**src/rtl/skip_pkg.sv**
```systemverilog
package skip_pkg;

  // Status that a group's ripple logic hands to its skip selector
  typedef struct packed {
    logic allProp;    // every bit of the group propagates
    logic rippleOut;  // carry rippled out of the group's top bit
  } grpStatus_t;

endpackage

```
**src/rtl/skip_bit.sv**
```systemverilog
module skip_bit (
  input  logic a,
  input  logic b,
  input  logic cin,
  output logic prop,
  output logic sum,
  output logic cout
);
  logic gen;

  always_comb begin
    gen  = a & b;
    prop = a ^ b;
    sum  = prop ^ cin;
    cout = gen | (prop & cin);
  end
endmodule

```
**src/rtl/skip_group.sv**
```systemverilog
module skip_group
  import skip_pkg::*;
#(
  parameter int SIZE = 4
) (
  input  logic [SIZE-1:0] a,
  input  logic [SIZE-1:0] b,
  input  logic            cin,
  output logic [SIZE-1:0] sum,
  output grpStatus_t      status
);
  logic [SIZE:0]   chain;
  logic [SIZE-1:0] bitProp;

  assign chain[0] = cin;

  for (genvar i = 0; i < SIZE; i++) begin : g_bit
    skip_bit u_bit (
      .a    (a[i]),
      .b    (b[i]),
      .cin  (chain[i]),
      .prop (bitProp[i]),
      .sum  (sum[i]),
      .cout (chain[i+1])
    );
  end

  always_comb begin
    status.allProp   = &bitProp;
    status.rippleOut = chain[SIZE];
  end
endmodule

```
**src/rtl/skip_select.sv**
```systemverilog
module skip_select
  import skip_pkg::*;
(
  input  logic       cin,
  input  grpStatus_t status,
  output logic       cout
);
  always_comb begin
    cout = status.allProp ? cin : status.rippleOut;
  end
endmodule

```
**src/rtl/skip_adder.sv**
```systemverilog
module skip_adder
  import skip_pkg::*;
#(
  parameter int WIDTH      = 16,
  parameter int NUM_GROUPS = 5,
  parameter int GROUP_SIZES [NUM_GROUPS] = '{2, 3, 4, 4, 3}
) (
  input  logic [WIDTH-1:0] opA,
  input  logic [WIDTH-1:0] opB,
  input  logic             carryIn,
  output logic [WIDTH-1:0] sum,
  output logic             carryOut
);
  function automatic int offsetOf(input int grp);
    int acc;
    acc = 0;
    for (int i = 0; i < grp; i++) acc += GROUP_SIZES[i];
    return acc;
  endfunction

  localparam int TOTAL_BITS = offsetOf(NUM_GROUPS);

  if (TOTAL_BITS != WIDTH) begin : g_bad_sizes
    $error("skip_adder: group sizes add to %0d, operand width is %0d", TOTAL_BITS, WIDTH);
  end

  logic [NUM_GROUPS:0]   grpCarry;
  logic [NUM_GROUPS-1:0] grpProp;
  grpStatus_t            grpStat [NUM_GROUPS];

  assign grpCarry[0] = carryIn;

  for (genvar g = 0; g < NUM_GROUPS; g++) begin : g_grp
    localparam int LO = offsetOf(g);
    localparam int SZ = GROUP_SIZES[g];

    skip_group #(.SIZE(SZ)) u_grp (
      .a      (opA[LO +: SZ]),
      .b      (opB[LO +: SZ]),
      .cin    (grpCarry[g]),
      .sum    (sum[LO +: SZ]),
      .status (grpStat[g])
    );

    skip_select u_sel (
      .cin    (grpCarry[g]),
      .status (grpStat[g]),
      .cout   (grpCarry[g+1])
    );

    assign grpProp[g] = grpStat[g].allProp;
  end

  assign carryOut = grpCarry[NUM_GROUPS];
endmodule

```
**config.mk**
```make
export PLATFORM = sky130hd
export DESIGN_NAME = skip_adder
export DESIGN_NICKNAME = d
export VERILOG_FILES = /design/src/rtl/skip_pkg.sv /design/src/rtl/skip_bit.sv /design/src/rtl/skip_group.sv /design/src/rtl/skip_select.sv /design/src/rtl/skip_adder.sv
export SDC_FILE = /design/constraint.sdc
export NUM_CORES = 1
export LEC_CHECK = 0
export BUFFER_PORTS_ARGS = -buffer_cell sky130_fd_sc_hd__buf_2
export CORE_ASPECT_RATIO = 0.9
export CORE_MARGIN = 5
export CORE_UTILIZATION = 41
export DETAILED_ROUTE_END_ITERATION = 12
export GPL_ROUTABILITY_DRIVEN = 0
export PLACE_DENSITY = 0.82
export SLEW_MARGIN = 40
export SYNTH_ARGS = -nofsm -noshare
export SYNTH_HDL_FRONTEND = slang
export SYNTH_HIERARCHICAL = 1
export SYNTH_SLANG_ARGS = --single-unit
```
**constraint.sdc**
```tcl
create_clock -name vclk -period 11.1
set_clock_uncertainty 0.2 [all_clocks]
set_input_delay 0.555 -clock vclk [all_inputs]
set_output_delay 0.555 -clock vclk [all_outputs]
set_load 0.03 [all_outputs]
```
After elaboration in Yosys (flattened, before gate mapping):

Cells that the tools add are included.

* input bits: 33
* output and inout port bits: 17
* register bits after elaboration: 0
* logic and storage cells: 90

* bitwise logic cells: 80
* multiplexer cells: 5
* reductions and logical operators: 5

Operators with widths (number)
* bitwise AND 1 bit: 32
* bitwise XOR 1 bit: 32
* bitwise OR 1 bit: 16
* AND reduction 4 bit: 2
* AND reduction 3 bit: 2
* two-way mux 1 bit: 5
* AND reduction 2 bit: 1

Logic depth before layout (Yosys ltp):

Gate-level depths: netlist of run 1.

* depth in word-level cells: 38
* gate-level depth with buffers: 26
* mapped depth without buffers: 21

Cells and area by module:

Netlist of run 1, hierarchy kept.

Modules (own cells, without submodules)
* skip_bit: area each 32.5 um^2, cells each 2, seq. area each 0.0 um^2, instances 16
* skip_select: area each 15.0 um^2, cells each 1, seq. area each 0.0 um^2, instances 5
* skip_group (g_grp[0].u_grp ...): area each 13.8 um^2, cells each 2, seq. area each 0.0 um^2, instances 3
* skip_group (g_grp[2].u_grp ...): area each 16.3 um^2, cells each 2, seq. area each 0.0 um^2, instances 2

Worst setup path after synthesis of run 1:

OpenSTA, ideal clock, no wires.

* path type: input-to-output
* start point: in opA[0]
* end point: out carryOut
* arrival time: 8561 ps
* required time: 10345 ps
* path buffers: 5
* slack: 1784 ps
* stages: 26
* path through: fa_1 fa_1 buf_4 mux2_4 fa_1 fa_1 fa_1 buf_4 mux2_4 fa_1 fa_1 fa_1 fa_1 buf_4 mux2_4 fa_1 fa_1 fa_1 fa_1 buf_4 mux2_4 fa_1 fa_1 fa_1 buf_4 mux2_4

* longest elaborated chain between the ends: 38
* elaborated cells on any way between the ends: 40
* classes of those cells: mux: 5; bitwise: 34; reduce/logical: 1

Ends and longest elaborated chain
* start: declaration: line skip_adder.sv:8 `input logic [WIDTH-1:0] opA,`
* bitwise XOR 1 bit: line skip_bit.sv:13 `prop = a ^ b;`
* bitwise AND 1 bit: line skip_bit.sv:15 `cout = gen | (prop & cin);`
* bitwise OR 1 bit *: line skip_bit.sv:15
* bitwise AND 1 bit *: line skip_bit.sv:15
* bitwise OR 1 bit *: line skip_bit.sv:15
* named net g_grp[0].u_grp.chain[2]: line skip_group.sv:12 `logic [SIZE:0] chain;`
* two-way mux 1 bit *: line skip_select.sv:9 `cout = status.allProp ? cin : status.rippleOut;`
* named net grpCarry[1]: line skip_adder.sv:27 `logic [NUM_GROUPS:0] grpCarry;`
* (+2 left out)
* named net g_grp[1].u_grp.chain[1]: line skip_group.sv:12
* (+2 left out)
* named net g_grp[1].u_grp.chain[2]: line skip_group.sv:12
* (+2 left out)
* named net g_grp[1].u_grp.chain[3]: line skip_group.sv:12
* (+1 left out)
* named net grpCarry[2]: line skip_adder.sv:27
* (+2 left out)
* named net g_grp[2].u_grp.chain[1]: line skip_group.sv:12
* (+2 left out)
* named net g_grp[2].u_grp.chain[2]: line skip_group.sv:12
* (+2 left out)
* named net g_grp[2].u_grp.chain[3]: line skip_group.sv:12
* (+2 left out)
* named net g_grp[2].u_grp.chain[4]: line skip_group.sv:12
* (+1 left out)
* named net grpCarry[3]: line skip_adder.sv:27
* (+2 left out)
* named net g_grp[3].u_grp.chain[1]: line skip_group.sv:12
* (+2 left out)
* named net g_grp[3].u_grp.chain[2]: line skip_group.sv:12
* (+2 left out)
* named net g_grp[3].u_grp.chain[3]: line skip_group.sv:12
* (+2 left out)
* named net g_grp[3].u_grp.chain[4]: line skip_group.sv:12
* (+1 left out)
* named net grpCarry[4]: line skip_adder.sv:27
* (+2 left out)
* named net g_grp[4].u_grp.chain[1]: line skip_group.sv:12
* bitwise AND 1 bit *: line skip_bit.sv:15
* bitwise OR 1 bit *: line skip_bit.sv:15
* named net g_grp[4].u_grp.chain[2]: line skip_group.sv:12
* bitwise AND 1 bit *: line skip_bit.sv:15
* bitwise OR 1 bit *: line skip_bit.sv:15
* named net g_grp[4].u_grp.chain[3]: line skip_group.sv:12
* two-way mux 1 bit *: line skip_select.sv:9
* end: declaration: line skip_adder.sv:12 `output logic carryOut`

The timed path passes the listed nets; every way through them passes the cells marked *.

==> impl_metrics.json, run 1 <==
{
  "outcome": "completed",
  "worstSetupStartpoint": "opA[0]",
  "netSwitchingFraction": 0.648,
  "maxSlewHeadroom": 0.893,
  "p_leak_nw": 0.495,
  "p_sw_mw": 0.0457,
  "cp.depth": 23,
  "dpl.hpwl_um": 1290,
  "final_nets": 159,
  "antenna_found_initial": 0,
  "rows": 13,
  "grtUsageMet2": 0.205,
  "p_int_mw": 0.0248,
  "tns_ps": 0,
  "crit_path_top_delay_cell": "fa_1",
  "vias_per_cell": 4.43,
  "syn_nets": 112,
  "criticalPathCategory": "in -> out",
  "grt_max_degree": 3,
  "crit_chain": "buf_2 -> fa_1 -> fa_1 -> mux2_4 -> fa_1 -> fa_1 -> fa_1 -> mux2_4 -> fa_1 -> fa_1 -> fa_1 -> fa_1 -> mux2_4 -> fa_1 -> fa_1 -> fa_1 -> fa_1 -> mux2_4 -> fa_1 -> fa_1 -> fa_1 -> mux2_4 -> buf_2",
  "syn-instance-count": 47,
  "grt_pass1_wl_um": 2170,
  "ys_warn_count": 6,
  "hold_viol_final": 0,
  "post_cts.repair.setup_buffers": 0,
  "register_area_um2": 0,
  "grt-busiest-layer": "met2",
  "slowest_delay_ps": 430,
  "use_met1": 0.119,
  "initial_core_util": 0.447,
  "dieHeight_um": 48.3,
  "syn_to_final_growth_pct": 35.9,
  "path_buf_inv": 2,
  "crit_required_ps": 10350,
  "syn_area_um2": 669,
  "synth_top_area_frac": 0.479,
  "hold_path_depth": 3,
  "antenna_cells": 0,
  "cpMostUsedCell": "fa_1",
  "cp-end-kind": "primary output",
  "seq_area_frac_synth": 0,
  "dp_cells": 114,
  "hp-class": "in -> out",
  "worst_slew_pin_slew_ps": 161,
  "finalCriticalPeriod_ps": 9190,
  "n_fill_cell": 141,
  "io_pins": 50,
  "drive_gt1_frac": 0.598,
  "seq_cells": 0,
  "synthMuxAreaShare": 0.112,
  "slew_violations": 0,
  "die_w_um": 52.6,
  "grt_util_met3": 0.0183,
  "p_seq_frac": 0,
  "start_kind": "input port",
  "routed_wl_um": 1270,
  "ant_nets": 0,
  "grt_pass1_vias": 593,
  "final_cells": 114,
  "cap_violations": 0,
  "drc": 0,
  "grt-ovfl-total": 0,
  "crit_fanout": 2,
  "finalCritPeriodShare": 0.828,
  "critPathArrivalTime_ps": 8440,
  "rsz0062_at_grt": "false",
  "ctsResizeCount": 0,
  "num-clock-buffers": 0,
  "p_per_area_nw_per_um2": 77.5,
  "comb_power_share": 1.000,
  "dr.pass1.iters": 2,
  "avgSynthCellArea_um2": 14.2,
  "port_buffers": 50,
  "routed-via-count": 505,
  "synth_top_family_by_area": "adder cells",
  "setup_viol": 0,
  "path_delay_family": "adder cells",
  "holdBufCountCts": 0,
  "synth_compound_area_frac": 0,
  "dieArea_um2": 2540,
  "grt_usage": 0.104,
  "yosys.area_share.adder": 0.778,
  "cp-endpoint": "carryOut",
  "ir_drop_v": 0.0000417,
  "max_freq_mhz": 109,
  "synthXorXnorAreaFrac": 0,
  "pwr-share-clk": 0,
  "synth_area_leaders": "fa_1 48%, ha_1 30%, mux2_4 11%, buf_4 5.6%, and4_1 2.6%",
  "drtIter0Drc": 2,
  "synth-simple-area-share": 0.0542,
  "core_um2": 1500,
  "yosysTopAreaCell": "fa_1",
  "synth_cell_type_count": 7,
  "routedWlPerCell_um": 11.2
}
power by group through the flow:
stage / clock network [mW] / logic [mW] / registers (mW)
2_1_floorplan: 0 / 0.0572 / 0
3_3_place_gp: 0 / 0.0708 / 0
3_5_place_dp: 0 / 0.0718 / 0
4_1_cts: 0 / 0.0722 / 0
5_1_grt: 0 / 0.0771 / 0
6_report: 0 / 0.0705 / 0
cells in the mapped netlist:
cell type,instances
mux2_4,5
and2_1,1
and3_1,2
fa_1,16
ha_1,16
and4_1,2
buf_4,5
logic make-up (layout without fill, tap and decap cells):
logic type,after synthesis,in the layout
mux,5,5
fa+ha+maj,32,32
buf+inv,5,50
simple gates,5,5
layout make-up:
cell class	count	area (µm²)	share of cell area
tap	22	27.5	0.0303
multi-input combinational	42	632	0.695
timing repair buffer	50	250	0.275
worst min path at each step:
stage / startpoint / to / slack (ps)
after global routing: opB[6] / sum[6] / 1360
after detailed placement: opB[11] / sum[11] / 1350
final: opB[11] / sum[11] / 1340
after floorplan: carryIn / sum[0] / 1230
after global placement: carryIn / sum[0] / 1340
after CTS: opB[11] / sum[11] / 1350
stage by stage:
stage	utilization	total power, mW	area (µm²)	hold slack, ps	setup slack [ps]
5_1_grt	0.608	0.0771	910	1360	1650
3_3_place_gp	0.608	0.0708	910	1340	1920
4_1_cts	0.608	0.0722	910	1350	1870
6_report	0.608	0.0705	910	1340	1910
2_1_floorplan	-	0.0572	669	1230	1780
3_5_place_dp	0.608	0.0718	910	1350	1910
per-layer routing:
metal	wire length, µm	part of all wire	vias up
li1	-	-	238
met1	449	0.35	234
met2	648	0.51	33
met3	175	0.14	0
met4	0	0	0
met5	0	0	-
cell usage in the layout (no fill, tap or decap):
| master | count |
|---|---|
| buf_2 | 50 |
| fa_1 | 16 |
| ha_1 | 16 |
| mux2_4 | 5 |
| and3_1 | 2 |
| and4_1 | 2 |
| and2_1 | 1 |
Power figures use the tool's default switching activity.
==> run 2, diff against run 1 <==
- CORE_UTILIZATION: 41 -> 39
- PLACE_DENSITY: 0.82 -> 0.81
- clock period: 11.1 -> 8.1 ns (I/O delays scaled with it)
==> run 2 against run 1 <==
  * The flow now finishes with violations (setup timing)
  * Via count increased by 4.8%
  * Final cell count increased by 3.5%
  * Total power increased by 51%
  * Critical path depth unchanged
  * Setup slack got worse by 2000 ps
  * Critical path type unchanged
  * Highest routed layer unchanged
==> impl_metrics.json, run 2 (same netlist as run 1, synthesis figures left out) <==
{
  "initial_core_util": 0.407,
  "final_nets": 161,
  "rows": 14,
  "crit_fanout": 2,
  "criticalPathCategory": "in -> out",
  "antenna_cells": 0,
  "grt_usage": 0.123,
  "start_kind": "input port",
  "setup_ws_ps": -109,
  "io_pins": 50,
  "post-place-ws_ps": -185,
  "dieArea_um2": 2650,
  "ant_nets": 0,
  "seq_cells": 0,
  "worst_slew_pin_slew_ps": 162,
  "setup_viol": 2,
  "cap_violations": 0,
  "drive_gt1_frac": 0.777,
  "p_leak_nw": 0.500,
  "num-clock-buffers": 0,
  "grt_max_degree": 3,
  "die_w_um": 53.7,
  "path_buf_inv": 2,
  "dieHeight_um": 49.3,
  "outcome": "finished with violations",
  "slowest_delay_ps": 380,
  "hp-class": "in -> out",
  "layout_commonest_cell": "buf_2",
  "finalCriticalPeriod_ps": 8210,
  "vias_per_cell": 4.48,
  "top_layer_used": "met3",
  "cpMostUsedCell": "fa_2",
  "finish.utilization": 0.603,
  "slew_violations": 0,
  "wl_met3_um": 164,
  "dpl.hpwl_um": 1430,
  "max_freq_mhz": 122,
  "p_per_area_nw_per_um2": 107,
  "port_buffers": 50,
  "rsz0062_at_grt": "true",
  "register_area_um2": 0,
  "core_um2": 1650,
  "routed-via-count": 529,
  "drc": 0,
  "crit_chain": "buf_6 -> fa_2 -> fa_2 -> mux2_4 -> fa_2 -> fa_2 -> fa_2 -> mux2_4 -> fa_2 -> fa_2 -> fa_2 -> fa_2 -> mux2_4 -> fa_2 -> fa_2 -> fa_2 -> fa_2 -> mux2_4 -> fa_2 -> fa_2 -> fa_2 -> mux2_4 -> buf_6",
  "critPathArrivalTime_ps": 7600,
  "dr.pass1.iters": 1,
  "final_cell_mix": "46 x buf_2, 16 x fa_2, 16 x ha_1, 5 x mux2_4, 4 x buf_6",
  "maxSlewHeadroom": 0.893,
  "holdBufCountCts": 0,
  "failed_checks": "setup timing",
  "syn_to_final_growth_pct": 48.2,
  "routedWlPerCell_um": 12.6,
  "grt_pass1_vias": 631,
  "hold_viol_final": 0,
  "crit_required_ps": 7500,
  "antenna_found_initial": 0,
  "dr_wl_met2_um": 849,
  "grt_pass1_wl_um": 2550,
  "drtIter0Drc": 0,
  "routed_wl_um": 1480,
  "finalCritPeriodShare": 1.01,
  "drt-met1-wl_um": 470,
  "n_fill_cell": 155,
  "total_power_mw": 0.106,
  "grt-ovfl-total": 0,
  "path_delay_family": "adder cells",
  "ir_drop_v": 0.0000689,
  "cp-end-kind": "primary output",
  "crit_path_top_delay_cell": "fa_2"
}
[run 2: final timing paths]
path,start,to,slack [ps],depth (start not counted)
worst max-delay path,opA[0],carryOut,-110,23
worst min-delay path,opB[0],sum[0],1050,3
[run 2: per-layer routing]
metal | GRT usage | vias up
li1 | - | 241
met1 | 0.132 | 258
met2 | 0.246 | 30
met3 | 0.0214 | 0
met4 | 0.00851 | 0
met5 | 0 | -
[run 2: layout make-up]
cell class,count,area (µm²),area share
Multi-Input combinational cell,42,672,0.677
Timing Repair Buffer,52,290,0.293
Tap cell,24,30.0,0.0303
[run 2: repair_timing]
item | 4_1_cts | 5_1_grt
resized for setup | 5 | 2
setup buffers | 1 | 0
setup endpoints to repair | 2 | 2
[run 2: per-stage QoR]
step | std cells | setup TNS, ps | hold slack, ps | area (µm²)
after floorplan | 47 | -440 | 895 | 724
after global placement | 117 | -141 | 1080 | 960
after detailed placement | 117 | -294 | 1080 | 960
after CTS | 118 | -204 | 1060 | 986
after global routing | 118 | -452 | 1070 | 992
final | 118 | -128 | 1050 | 992
[run 2: tightest hold or removal path: cells and delay by family]
kind,cells,cell delay (ps)
adder cells (fa/ha/maj),1,180
buffers and inverters,2,270
[run 2: where the power goes]
| part | leakage [nW] | switching [mW] | internal, mW | total [mW] |
|---|---|---|---|---|
| Sequential | 0 | 0 | 0 | 0 |
| Clock | 0 | 0 | 0 | 0 |
| Combinational | 0.500 | 0.0658 | 0.0404 | 0.106 |
| Total | 0.500 | 0.0658 | 0.0404 | 0.106 |
==> run 3, diff against run 2 <==
- SETUP_SLACK_MARGIN: unset -> 0.3
==> run 3 against run 2 <==
  * The run still ends with setup timing left
  * Combinational power hardly changed
  * Non-clock buffer count is the same
  * Global-route usage is the same
  * Die area stayed put
  * Sequential share of layout area unchanged
  * Count of clock-buffer cells in the layout is the same
  * Largest cell class unchanged
==> impl_metrics.json, run 3 (same netlist as run 1, synthesis figures left out) <==
{
  "drive_gt1_frac": 0.777,
  "criticalPathCategory": "in -> out",
  "p_leak_nw": 0.502,
  "drc": 0,
  "worst_slew_pin_slew_ps": 162,
  "grt_pass1_vias": 631,
  "final_cell_mix": "45 x buf_2, 16 x fa_2, 16 x ha_1, 5 x mux2_4, 5 x buf_6",
  "critPathArrivalTime_ps": 7600,
  "slew_violations": 0,
  "grt-busiest-layer": "met2",
  "ir_drop_v": 0.0000705,
  "ant_nets": 0,
  "tns_ps": -129,
  "crit_required_ps": 7500,
  "p_per_area_nw_per_um2": 108,
  "die_w_um": 53.7,
  "drtIter0Drc": 0,
  "start_kind": "input port",
  "grt_usage": 0.123,
  "rsz0062_at_grt": "true",
  "finalCriticalPeriod_ps": 8210,
  "post-place-ws_ps": -185,
  "grt_util_met3": 0.0214,
  "maxSlewHeadroom": 0.893,
  "antenna_cells": 0,
  "use_met1": 0.132,
  "core_um2": 1650,
  "routed_wl_um": 1490,
  "grt_max_degree": 3,
  "rows": 14,
  "hold_viol_final": 0,
  "failed_checks": "setup timing",
  "holdBufCountCts": 0,
  "finalCritPeriodShare": 1.01,
  "crit_fanout": 2,
  "layout_commonest_cell": "buf_2",
  "initial_core_util": 0.407,
  "setup_viol": 2,
  "seq_cells": 0,
  "outcome": "finished with violations",
  "port_buffers": 50,
  "max_freq_mhz": 122,
  "register_area_um2": 0,
  "routedWlPerCell_um": 12.6,
  "antenna_found_initial": 0,
  "hp-start": "opB[14]",
  "grt-ovfl-total": 0,
  "setup_ws_ps": -109,
  "cp-end-kind": "primary output",
  "vias_per_cell": 4.49,
  "final_nets": 161,
  "routed-via-count": 530,
  "dieArea_um2": 2650,
  "dieHeight_um": 49.3,
  "grtUsageMet2": 0.246,
  "dpl.hpwl_um": 1430,
  "syn_to_final_growth_pct": 49.2,
  "cap_violations": 0,
  "min_to": "sum[14]",
  "hold_path_depth": 3,
  "num-clock-buffers": 0,
  "io_pins": 50,
  "grt_pass1_wl_um": 2550,
  "dr.pass1.iters": 1,
  "hp-class": "in -> out"
}
run 3: cell counts in the layout (fill, tap and decap cells not counted):
Identical to the previous run, type by type.
run 3: critical path, cell delays in order:
cell,delay [ps]
buf_6,100
fa_2,380
fa_2,340
mux2_4,290
fa_2,340
fa_2,350
fa_2,350
mux2_4,290
fa_2,340
fa_2,350
fa_2,340
fa_2,330
mux2_4,290
fa_2,340
fa_2,350
fa_2,340
fa_2,340
mux2_4,290
fa_2,350
fa_2,350
fa_2,340
mux2_4,280
buf_6,140
run 3: stage by stage:
step	instance area [µm²]	cells	utilization	hold WS [ps]	total power, mW
final	998	118	0.606	1050	0.108
after global routing	998	118	0.606	1070	0.118
after CTS	992	118	0.603	1060	0.110
after detailed placement	960	117	0.583	1080	0.103
after global placement	960	117	0.583	1080	0.101
after floorplan	724	47	-	895	0.0873
run 3: repair_timing:
item                                    CTS  global route
resized for setup                         7             2
buffers inserted                          1             0
endpoints found under the setup margin    3             3
run 3: how the worst max path moves through the flow:
stage	from	to	depth (start not counted)
after floorplan	opA[0]	carryOut	26
after global routing	opA[0]	carryOut	23
final	opA[0]	carryOut	23
after detailed placement	opA[0]	carryOut	23
after global placement	opA[0]	carryOut	23
after CTS	opA[0]	carryOut	23
run 3: report_power, final:
part	leakage, nW	internal (mW)	switching (mW)
registers	0	0	0
clock network	0	0	0
logic	0.502	0.0420	0.0660
run 3: metal layers:
| layer | share of wire | up-vias |
|---|---|---|
| met5 | 0 | - |
| met4 | 0 | 0 |
| met3 | 0.11 | 0 |
| met2 | 0.57 | 30 |
| met1 | 0.32 | 259 |
| li1 | - | 241 |
run 3: final cells by class:
class                      instances  area [µm²]
multi-input combinational         42         672
tap                               24        30.0
timing repair buffer              52         297
fill                             153         648
